$ cat src/rtl/rtc_regfile_pkg.sv
package rtc_regfile_pkg;
   localparam int BYTE_W   = 8;
   localparam int PTR_W    = 5;
   localparam int TIME_CNT = 7;

   // low-nibble decode of the map (upper half mirrors the lower)
   localparam logic [3:0] LO_SEC   = 4'h0;
   localparam logic [3:0] LO_MIN   = 4'h1;
   localparam logic [3:0] LO_HOUR  = 4'h2;
   localparam logic [3:0] LO_WDAY  = 4'h3;
   localparam logic [3:0] LO_DAY   = 4'h4;
   localparam logic [3:0] LO_MON   = 4'h5;
   localparam logic [3:0] LO_YEAR  = 4'h6;
   localparam logic [3:0] LO_EXTN  = 4'hD;
   localparam logic [3:0] LO_STAT  = 4'hE;
   localparam logic [3:0] LO_CONF  = 4'hF;

   localparam int IDX_EXTN = 13;
   localparam int IDX_STAT = 14;
   localparam int IDX_CONF = 15;
   localparam int IDX_TEMP = 23;

   localparam logic [7:0] MASK_SM    = 8'h7F;
   localparam logic [7:0] MASK_HD    = 8'h3F;
   localparam logic [7:0] MASK_MON   = 8'h1F;
   localparam logic [7:0] STAT_LOCK  = 8'hC7;  // set-protected flag bits
   localparam logic [7:0] CONF_WPROT = 8'h06;  // write-protect bits
   localparam int         CONF_SRST  = 0;      // self-clearing reset bit

   localparam logic [7:0] INIT_EXTN = 8'h02;
   localparam logic [7:0] INIT_STAT = 8'h03;
   localparam logic [7:0] INIT_CONF = 8'h40;
   localparam logic [7:0] INIT_TEMP = 8'd135;

   function automatic logic [7:0] init_value(int idx);
      case (idx % 16)
         IDX_EXTN: return INIT_EXTN;
         IDX_STAT: return INIT_STAT;
         IDX_CONF: return INIT_CONF;
         default:  return (idx == IDX_TEMP) ? INIT_TEMP : 8'h00;
      endcase
   endfunction

   function automatic bit soft_target(int idx);
      return ((idx % 16) >= IDX_EXTN) || (idx == IDX_TEMP);
   endfunction
endpackage

$ cat src/rtl/rtc_ptr_ctrl.sv
module rtc_ptr_ctrl #(
   parameter int ADDR_W = 5
) (
   input  logic              clk,
   input  logic              rst_n,
   input  logic              wr_start,
   input  logic              rd_start,
   input  logic              stop,
   input  logic              wr_valid,
   input  logic              rd_req,
   input  logic [ADDR_W-1:0] addr_in,
   output logic [ADDR_W-1:0] ptr,
   output logic              addr_byte,
   output logic              data_wr,
   output logic              wrap_cap
);
   logic addr_phase;
   logic step;

   generate
      if (ADDR_W < 1) begin : g_bad_width
         $error("rtc_ptr_ctrl: ADDR_W must be positive");
      end
   endgenerate

   assign addr_byte = wr_valid && addr_phase;
   assign data_wr   = wr_valid && !addr_phase;
   assign step      = data_wr || rd_req;
   assign wrap_cap  = step && (ptr == {ADDR_W{1'b1}});

   always_ff @(posedge clk or negedge rst_n) begin
      if (!rst_n) begin
         ptr        <= '0;
         addr_phase <= 1'b0;
      end else begin
         if (wr_start)
            addr_phase <= 1'b1;
         else if (stop)
            addr_phase <= 1'b0;
         if (addr_byte) begin
            ptr        <= addr_in;
            addr_phase <= 1'b0;
         end else if (step) begin
            ptr <= ptr + ADDR_W'(1);
         end
      end
   end

   // input assumption: one strobe per cycle
   p_strobe_excl_r1: assert property (@(posedge clk) disable iff (!rst_n)
      $countones({wr_start, rd_start, stop, wr_valid, rd_req}) <= 1);

   p_ptr_step_r1: assert property (@(posedge clk) disable iff (!rst_n)
      step |=> ptr == ADDR_W'($past(ptr) + ADDR_W'(1)));

   p_addr_load_r2: assert property (@(posedge clk) disable iff (!rst_n)
      addr_byte |=> ptr == $past(addr_in));
endmodule

$ cat src/rtl/rtc_wr_filter.sv
module rtc_wr_filter
   import rtc_regfile_pkg::*;
#(
   parameter int DATA_W = 8,
   parameter int ADDR_W = 5
) (
   input  logic [ADDR_W-1:0] addr,
   input  logic [DATA_W-1:0] wdata,
   input  logic [DATA_W-1:0] cur,
   output logic [DATA_W-1:0] nxt,
   output logic              srst_req,
   output logic              wday_bad
);
   logic [3:0] low;

   generate
      if (DATA_W != BYTE_W) begin : g_bad_data
         $error("rtc_wr_filter: field masks assume byte registers");
      end
   endgenerate

   assign low = addr[3:0];

   always_comb begin
      nxt      = wdata;
      srst_req = 1'b0;
      wday_bad = 1'b0;
      case (low)
         LO_SEC, LO_MIN:  nxt = wdata & MASK_SM;
         LO_HOUR, LO_DAY: nxt = wdata & MASK_HD;
         LO_MON:          nxt = wdata & MASK_MON;
         LO_WDAY:         wday_bad = wdata[7] || !$onehot(wdata[6:0]);
         LO_STAT:         nxt = wdata & ~(~cur & STAT_LOCK);
         LO_CONF: begin
            nxt            = wdata & ~(~cur & CONF_WPROT);
            srst_req       = wdata[CONF_SRST];
            nxt[CONF_SRST] = 1'b0;
         end
         default:         nxt = wdata;
      endcase
   end
endmodule

$ cat src/rtl/rtc_reg_bank.sv
module rtc_reg_bank
   import rtc_regfile_pkg::*;
#(
   parameter int DATA_W = 8,
   parameter int ADDR_W = 5,
   parameter int N_TIME = 7
) (
   input  logic                       clk,
   input  logic                       rst_n,
   input  logic                       wr_en,
   input  logic [ADDR_W-1:0]          wr_addr,
   input  logic [DATA_W-1:0]          wr_val,
   input  logic                       cap_en,
   input  logic [N_TIME*DATA_W-1:0]   cap_time,
   input  logic                       soft_rst,
   input  logic [ADDR_W-1:0]          rd_addr,
   output logic [DATA_W-1:0]          rd_val
);
   localparam int NREG = 1 << ADDR_W;
   localparam int HALF = NREG / 2;

   logic [DATA_W-1:0] q [NREG];

   generate
      if (ADDR_W != PTR_W) begin : g_bad_addr
         $error("rtc_reg_bank: map layout needs a 5-bit pointer");
      end
      if (N_TIME > 16) begin : g_bad_time
         $error("rtc_reg_bank: too many time fields");
      end
      for (genvar i = 0; i < NREG; i++) begin : g_cell
         localparam logic [ADDR_W-1:0] MY_A   = ADDR_W'(i);
         localparam logic [ADDR_W-1:0] TWIN_A = ADDR_W'(i ^ HALF);
         localparam bit IS_PAIR = (i % 16) >= IDX_EXTN;
         localparam bit IS_TIME = (i % 16) < N_TIME;
         localparam bit IS_SOFT = soft_target(i);
         localparam logic [DATA_W-1:0] RV = DATA_W'(init_value(i));
         logic hit;

         assign hit = wr_en && ((wr_addr == MY_A) || (IS_PAIR && (wr_addr == TWIN_A)));

         always_ff @(posedge clk or negedge rst_n) begin
            if (!rst_n)
               q[i] <= RV;
            else if (hit)
               q[i] <= wr_val;
            else if (cap_en && IS_TIME)
               q[i] <= cap_time[(i % 16)*DATA_W +: DATA_W];
            else if (soft_rst && IS_SOFT)
               q[i] <= RV;
         end
      end
   endgenerate

   assign rd_val = q[rd_addr];

   p_capture_r3: assert property (@(posedge clk) disable iff (!rst_n)
      $past(cap_en) |-> (q[0] == $past(cap_time[DATA_W-1:0]))
                     && (q[HALF] == $past(cap_time[DATA_W-1:0])));

   p_wprot_zero_r7: assert property (@(posedge clk) disable iff (!rst_n)
      (q[IDX_CONF][2:1] == 2'b00) && (q[IDX_CONF+HALF][2:1] == 2'b00));

   p_srst_bit_low_r8: assert property (@(posedge clk) disable iff (!rst_n)
      !q[IDX_CONF][CONF_SRST] && !q[IDX_CONF+HALF][CONF_SRST]);

   p_stat_clear_only_r9: assert property (@(posedge clk) disable iff (!rst_n)
      (!$past(soft_rst) && !$past(q[IDX_STAT][1])) |-> !q[IDX_STAT][1]);

   p_pair_equal_r10: assert property (@(posedge clk) disable iff (!rst_n)
      (q[IDX_EXTN] == q[IDX_EXTN+HALF]) && (q[IDX_STAT] == q[IDX_STAT+HALF])
      && (q[IDX_CONF] == q[IDX_CONF+HALF]));
endmodule

$ cat src/rtl/rtc_regfile.sv
module rtc_regfile
   import rtc_regfile_pkg::*;
#(
   parameter int DATA_W = 8,
   parameter int ADDR_W = 5
) (
   input  logic              clk,
   input  logic              rst_n,
   input  logic              wr_start,
   input  logic              rd_start,
   input  logic              stop,
   input  logic              wr_valid,
   input  logic [DATA_W-1:0] wr_data,
   input  logic              rd_req,
   input  logic [DATA_W-1:0] now_sec,
   input  logic [DATA_W-1:0] now_min,
   input  logic [DATA_W-1:0] now_hour,
   input  logic [DATA_W-1:0] now_wday,
   input  logic [DATA_W-1:0] now_day,
   input  logic [DATA_W-1:0] now_mon,
   input  logic [DATA_W-1:0] now_year,
   output logic [DATA_W-1:0] rd_data,
   output logic              soft_reset_req,
   output logic              wday_err
);
   localparam int TIME_BITS = TIME_CNT * DATA_W;

   logic [ADDR_W-1:0]    ptr;
   logic                 addr_byte, data_wr, wrap_cap, cap_en;
   logic [DATA_W-1:0]    cur_val, new_val;
   logic                 srst_req, wday_bad, srst_now;
   logic [TIME_BITS-1:0] live_time;

   generate
      if (DATA_W != BYTE_W) begin : g_bad_data
         $error("rtc_regfile: DATA_W must be 8");
      end
   endgenerate

   assign live_time = {now_year, now_mon, now_day, now_wday, now_hour, now_min, now_sec};
   assign cap_en    = rd_start || wrap_cap;
   assign srst_now  = data_wr && srst_req;

   rtc_ptr_ctrl #(.ADDR_W(ADDR_W)) u_ptr (
      .clk(clk), .rst_n(rst_n),
      .wr_start(wr_start), .rd_start(rd_start), .stop(stop),
      .wr_valid(wr_valid), .rd_req(rd_req),
      .addr_in(wr_data[ADDR_W-1:0]),
      .ptr(ptr), .addr_byte(addr_byte), .data_wr(data_wr), .wrap_cap(wrap_cap)
   );

   rtc_wr_filter #(.DATA_W(DATA_W), .ADDR_W(ADDR_W)) u_filt (
      .addr(ptr), .wdata(wr_data), .cur(cur_val),
      .nxt(new_val), .srst_req(srst_req), .wday_bad(wday_bad)
   );

   rtc_reg_bank #(.DATA_W(DATA_W), .ADDR_W(ADDR_W), .N_TIME(TIME_CNT)) u_bank (
      .clk(clk), .rst_n(rst_n),
      .wr_en(data_wr), .wr_addr(ptr), .wr_val(new_val),
      .cap_en(cap_en), .cap_time(live_time),
      .soft_rst(srst_now),
      .rd_addr(ptr), .rd_val(cur_val)
   );

   always_ff @(posedge clk or negedge rst_n) begin
      if (!rst_n) begin
         rd_data        <= '0;
         soft_reset_req <= 1'b0;
         wday_err       <= 1'b0;
      end else begin
         if (rd_req)
            rd_data <= cur_val;
         soft_reset_req <= srst_now;
         wday_err       <= data_wr && wday_bad;
      end
   end

   p_wday_cause_r6: assert property (@(posedge clk) disable iff (!rst_n)
      wday_err |-> $past(wr_valid) && ($past(ptr[3:0]) == LO_WDAY));

   p_rd_hold_r12: assert property (@(posedge clk) disable iff (!rst_n)
      !$past(rd_req) |-> $stable(rd_data));
endmodule

$ cat config.mk
export PLATFORM = sky130hd
export DESIGN_NAME = rtc_regfile
export DESIGN_NICKNAME = d
export VERILOG_FILES = /design/src/rtl/rtc_regfile_pkg.sv /design/src/rtl/rtc_ptr_ctrl.sv /design/src/rtl/rtc_wr_filter.sv /design/src/rtl/rtc_reg_bank.sv /design/src/rtl/rtc_regfile.sv
export SDC_FILE = /design/constraint.sdc
export NUM_CORES = 1
export LEC_CHECK = 0
export BUFFER_PORTS_ARGS = -buffer_cell sky130_fd_sc_hd__buf_2
export CAP_MARGIN = 0
export CORE_ASPECT_RATIO = 1.25
export CORE_MARGIN = 3
export CORE_UTILIZATION = 25
export CTS_CLUSTER_DIAMETER = 80
export DETAILED_ROUTE_END_ITERATION = 10
export SETUP_SLACK_MARGIN = 0.5
export SLEW_MARGIN = 30
export SYNTH_ARGS = -nofsm -noshare
export SYNTH_HDL_FRONTEND = slang
export SYNTH_SLANG_ARGS = --single-unit
$ cat constraint.sdc
create_clock -name clk -period 5.85 [get_ports clk]
set_input_delay 0.585 -clock clk [delete_from_list [all_inputs] [get_ports clk]]
set_output_delay 0.585 -clock clk [all_outputs]
set_load 0.01 [all_outputs]
==> flow_metrics.py <==
metrics = {
    "worst_setup_path": {
        "timing.critical_path.required_ps": 6310,
        "crit_path_start_kind": "register",
        "critPathArrivalTime_ps": 4040,
        "worstPathMaxFanout": 41,
        "capture_point_of_the_worst_reg_to_reg_path": "u_bank.q[116]$_DFFE_PN0P_",
        "timing.reg2reg.setup_slack_ps": 2270,
        "endpoint_kind": "register",
        "critical_path_class": "reg -> reg",
        "timing.reg2reg.worst_path_depth": 8,
        "r2r_start": "u_ptr.ptr[1]$_DFFE_PN0P_",
    },
    "die": {
        "pin_count": 81,
        "die_area_um2": 53500,
        "floorplan.initialDensity_pct": 25.5,
        "chipHeight_um": 258,
        "floorplan_row_count": 91,
        "dieWidth_um": 207,
        "core-area_um2": 49800,
    },
    "power": {
        "power.internal_w": 0.00400,
        "power.density_cell_area_nw_per_um2": 422,
        "share_seq_of_total_power_pct": 41.5,
        "power.clock.fraction_pct": 28.8,
        "switching_share_of_total_power_pct": 34.6,
        "vdd.ir_drop.worst_uv": 205,
        "combPwrFrac_pct": 29.7,
        "leakage_power_nw": 6.37,
        "net-switching-power_w": 0.00212,
    },
    "cells_and_area": {
        "layout-area-overhead-vs-synth_pct": 14.4,
        "fillerInstances": 5186,
        "proportion_of_layout_cells_with_a_drive_suffix_above_1_pct": 18.0,
        "final_std_cells_w_o_fill": 1958,
        "utilization_pct": 29.2,
        "total_number_of_nets_in_the_final_design": 1370,
    },
    "detailed_routing": {
        "viasPerCell": 5.10,
        "drtPass1Iterations": 7,
        "drc_violations_left": 0,
        "route.final.wire_length_mm": 40.9,
        "drt-initial-drc-count": 822,
        "post_drt_wl_per_cell_um": 20.9,
        "vias": 9989,
        "detail-route-antenna-nets": 0,
    },
    "synth": {
        "synth.area.mux_share_pct": 15.5,
        "async_flop_share_pct": 100,
        "synth.cell_area_um2": 12700,
        "main_combinational_cell_family_by_area_after_synthesis": "multiplexers",
        "synth_adder_area_share_pct": 1.46,
        "yosysWarnings": 0,
        "synth_simple_gate_area_share_pct": 14.6,
        "synth.ff_latch_count": 248,
        "synthDominantAreaCellType": "sky130_fd_sc_hd__dfrtp_1",
        "post-synth-top-area-fraction_pct": 47.4,
        "synth_compound_area_share_pct": 14.7,
        "postSynth.topFlopCell": "sky130_fd_sc_hd__dfrtp_1",
        "mappedNetlistNets": 1351,
        "post_synth_inst_count": 1267,
        "netlist_top_cells_count": "270 x sky130_fd_sc_hd__nand2_1, 240 x sky130_fd_sc_hd__dfrtp_1, 106 x sky130_fd_sc_hd__o21ai_0",
        "yosys.area_share.xor_xnor_pct": 0.0691,
        "ys_types": 69,
        "syn_area_per_cell_um2": 10.0,
        "post-synth-top-count-cell": "sky130_fd_sc_hd__nand2_1",
        "sequential_fraction_of_the_synthesis_area_pct": 49.0,
        "post_synth_main_area_contributors": "sky130_fd_sc_hd__dfrtp_1 47%, sky130_fd_sc_hd__nand2_1 8.0%, sky130_fd_sc_hd__mux4_2 7.3%, sky130_fd_sc_hd__o21ai_0 4.2%, sky130_fd_sc_hd__a31oi_1 3.9%",
        "synth_enable_flop_cells": 0,
    },
    "clock_network": {
        "tritoncts": "built",
        "post-cts-setup-buffers": 0,
        "ctsLongestPathBuffers": 3,
        "path_clk_slew_ps": 70,
        "tritoncts.num_buffers": 26,
        "ctsResizeCount": 0,
        "cts.sinks": 248,
        "clkLatencyLatePin_ps": 550,
        "ctsRootBufferMaster": "sky130_fd_sc_hd__clkbuf_16",
        "htreeDepth": 1,
    },
    "global_route": {
        "overall_routing_resource_usage_pct": 14.9,
        "gr-total-overflow": 0,
        "initial_antenna_violation_count": 1,
        "grt_pass1_wl_mm": 62.9,
        "grt_start_max_net_pins": 139,
        "first_global_vias": 10100,
    },
    "timing": {
        "maximum_operating_frequency_ghz": 0.279,
        "final_hold_viol_count": 0,
        "timing_max_transition_violations_final": 0,
        "fin_skew_ps": 17.4,
        "final_critical_path_time_including_i_o_delays_and_setup_ps": 3580,
        "slew_headroom_pct": 34.6,
        "worst_slew_pin_slew_ps": 978,
        "final_worst_path_period_share_pct": 61.2,
        "setup-violations-final": 0,
        "tns_ps": 0,
        "rsz0062_at_grt": "no",
    },
    "placement": {
        "place.detailed.instances": 1905,
        "port_buffers": 80,
        "place_congestion": 0.891,
        "dp_hpwl_mm": 28.0,
    },
    "worst_hold_path": {
        "worstHoldStart": "wr_start",
        "whs_path_depth": 3,
        "holdPathEnd": "u_ptr.addr_phase$_DFFE_PN0P_",
        "holdCritPathClass": "in -> reg",
    },
    "outcome": {
        "run_status": "complete, no violations",
    },
    "run": {
        "max_cap_viol_count": 0,
    },
}
[worst max-delay path, cell delays in order, from the launching register on]
cell and delay, ps:
sky130_fd_sc_hd__dfrtp_4 670, sky130_fd_sc_hd__ha_1 460, sky130_fd_sc_hd__and3_1 300, sky130_fd_sc_hd__ha_1 210
sky130_fd_sc_hd__o21ai_0 170, sky130_fd_sc_hd__nor2b_4 850, sky130_fd_sc_hd__buf_4 480, sky130_fd_sc_hd__nand2_1 110
sky130_fd_sc_hd__a31oi_1 180
[timing repair]
item / in CTS / in global routing
endpoints found under the hold margin: 0 / 21
hold buffers: 0 / 1
endpoints found under the setup margin: 0 / 0
[power groups by stage]
stage	registers (W)	logic [W]	clock network, W
floorplan	0.00243	0.00130	0
global placement	0.00254	0.00174	0
detailed placement	0.00256	0.00179	0
CTS	0.00254	0.00179	0.00179
global route	0.00260	0.00197	0.00186
finish	0.00254	0.00182	0.00176
[per-layer routing]
metal | global-route usage, % | part of all wire [%]
met5 | 0 | 0
met3 | 1.64 | 5.1
met1 | 19.8 | 43
met4 | 6.73 | 4.5
met2 | 24.6 | 47
[worst max-delay path by stage]
| stage | to | cells after the start | startpoint | slack (ps) |
|---|---|---|---|---|
| finish | u_bank.q[116]$_DFFE_PN0P_ | 8 | u_ptr.ptr[1]$_DFFE_PN0P_ | 2270 |
| global route | u_bank.q[250]$_DFFE_PN0P_ | 8 | u_ptr.ptr[1]$_DFFE_PN0P_ | 2010 |
| CTS | u_bank.q[116]$_DFFE_PN0P_ | 8 | u_ptr.ptr[1]$_DFFE_PN0P_ | 2260 |
| detailed placement | u_bank.q[116]$_DFFE_PN0P_ | 8 | u_ptr.ptr[1]$_DFFE_PN0P_ | 2290 |
| global placement | u_bank.q[224]$_DFFE_PN0P_ | 8 | u_ptr.ptr[1]$_DFFE_PN0P_ | 2370 |
| floorplan | u_bank.q[102]$_DFFE_PN0P_ | 13 | u_ptr.ptr[0]$_DFFE_PN0P_ | 3140 |
[per-stage QoR]
stage | power (W) | worst slack [ps] | instance area (um2) | hold WS [ps]
3_3_place_gp | 0.00429 | 2370 | 13500 | 455
5_1_grt | 0.00643 | 2010 | 14500 | 312
2_1_floorplan | 0.00372 | 3140 | 12700 | 289
6_report | 0.00612 | 2270 | 14500 | 294
4_1_cts | 0.00613 | 2260 | 14400 | 122
3_5_place_dp | 0.00435 | 2290 | 13500 | 464
[layout make-up]
class	instances	area, um2	share of cell area (%)
diodes	1	2.50	0.0172
clock buffers	37	763	5.26
clock inverters	11	145	1.00
inverters	24	90.1	0.621
multi-input cells	892	5900	40.7
flip-flops and latches	248	6220	42.9
well taps	651	815	5.61
repair buffers	94	571	3.93
[flip-flops by register name, indices dropped and copies added, names as in the netlist]
name and count:
u_ptr.ptr 5, u_ptr.addr_phase 1, soft_reset_req 1, rd_data 8
u_bank.q 232, wday_err 1
[placed cells by master (no fill, tap or decap), types with 6 or more instances in the layout]
cell type and count:
sky130_fd_sc_hd__mux4_1 6, sky130_fd_sc_hd__nand4_1 8, sky130_fd_sc_hd__o21ai_1 9, sky130_fd_sc_hd__mux2i_1 46, sky130_fd_sc_hd__nand2b_1 8, sky130_fd_sc_hd__ha_1 10, sky130_fd_sc_hd__mux4_2 41, sky130_fd_sc_hd__clkbuf_16 27
sky130_fd_sc_hd__a22oi_1 15, sky130_fd_sc_hd__nand2_1 270, sky130_fd_sc_hd__buf_2 79, sky130_fd_sc_hd__mux2i_4 6, sky130_fd_sc_hd__nor2_1 105, sky130_fd_sc_hd__mux2_2 26, sky130_fd_sc_hd__a21oi_1 43, sky130_fd_sc_hd__a31oi_1 79
sky130_fd_sc_hd__nor3_1 9, sky130_fd_sc_hd__inv_1 23, sky130_fd_sc_hd__o21ai_0 105, sky130_fd_sc_hd__nand3_1 21, sky130_fd_sc_hd__dfrtp_1 238, sky130_fd_sc_hd__dfstp_2 8, sky130_fd_sc_hd__buf_4 9, sky130_fd_sc_hd__a21boi_0 10
[kinds of logic after synthesis]
family	after synthesis
AOI/OAI and AO/OA	304
adders and majority gates	13
muxes	125
and+or+nand+nor	449
buffers and inverters	127
DFF	248
xor gates and xnor gates	1
(Power assumes the default switching activity.)
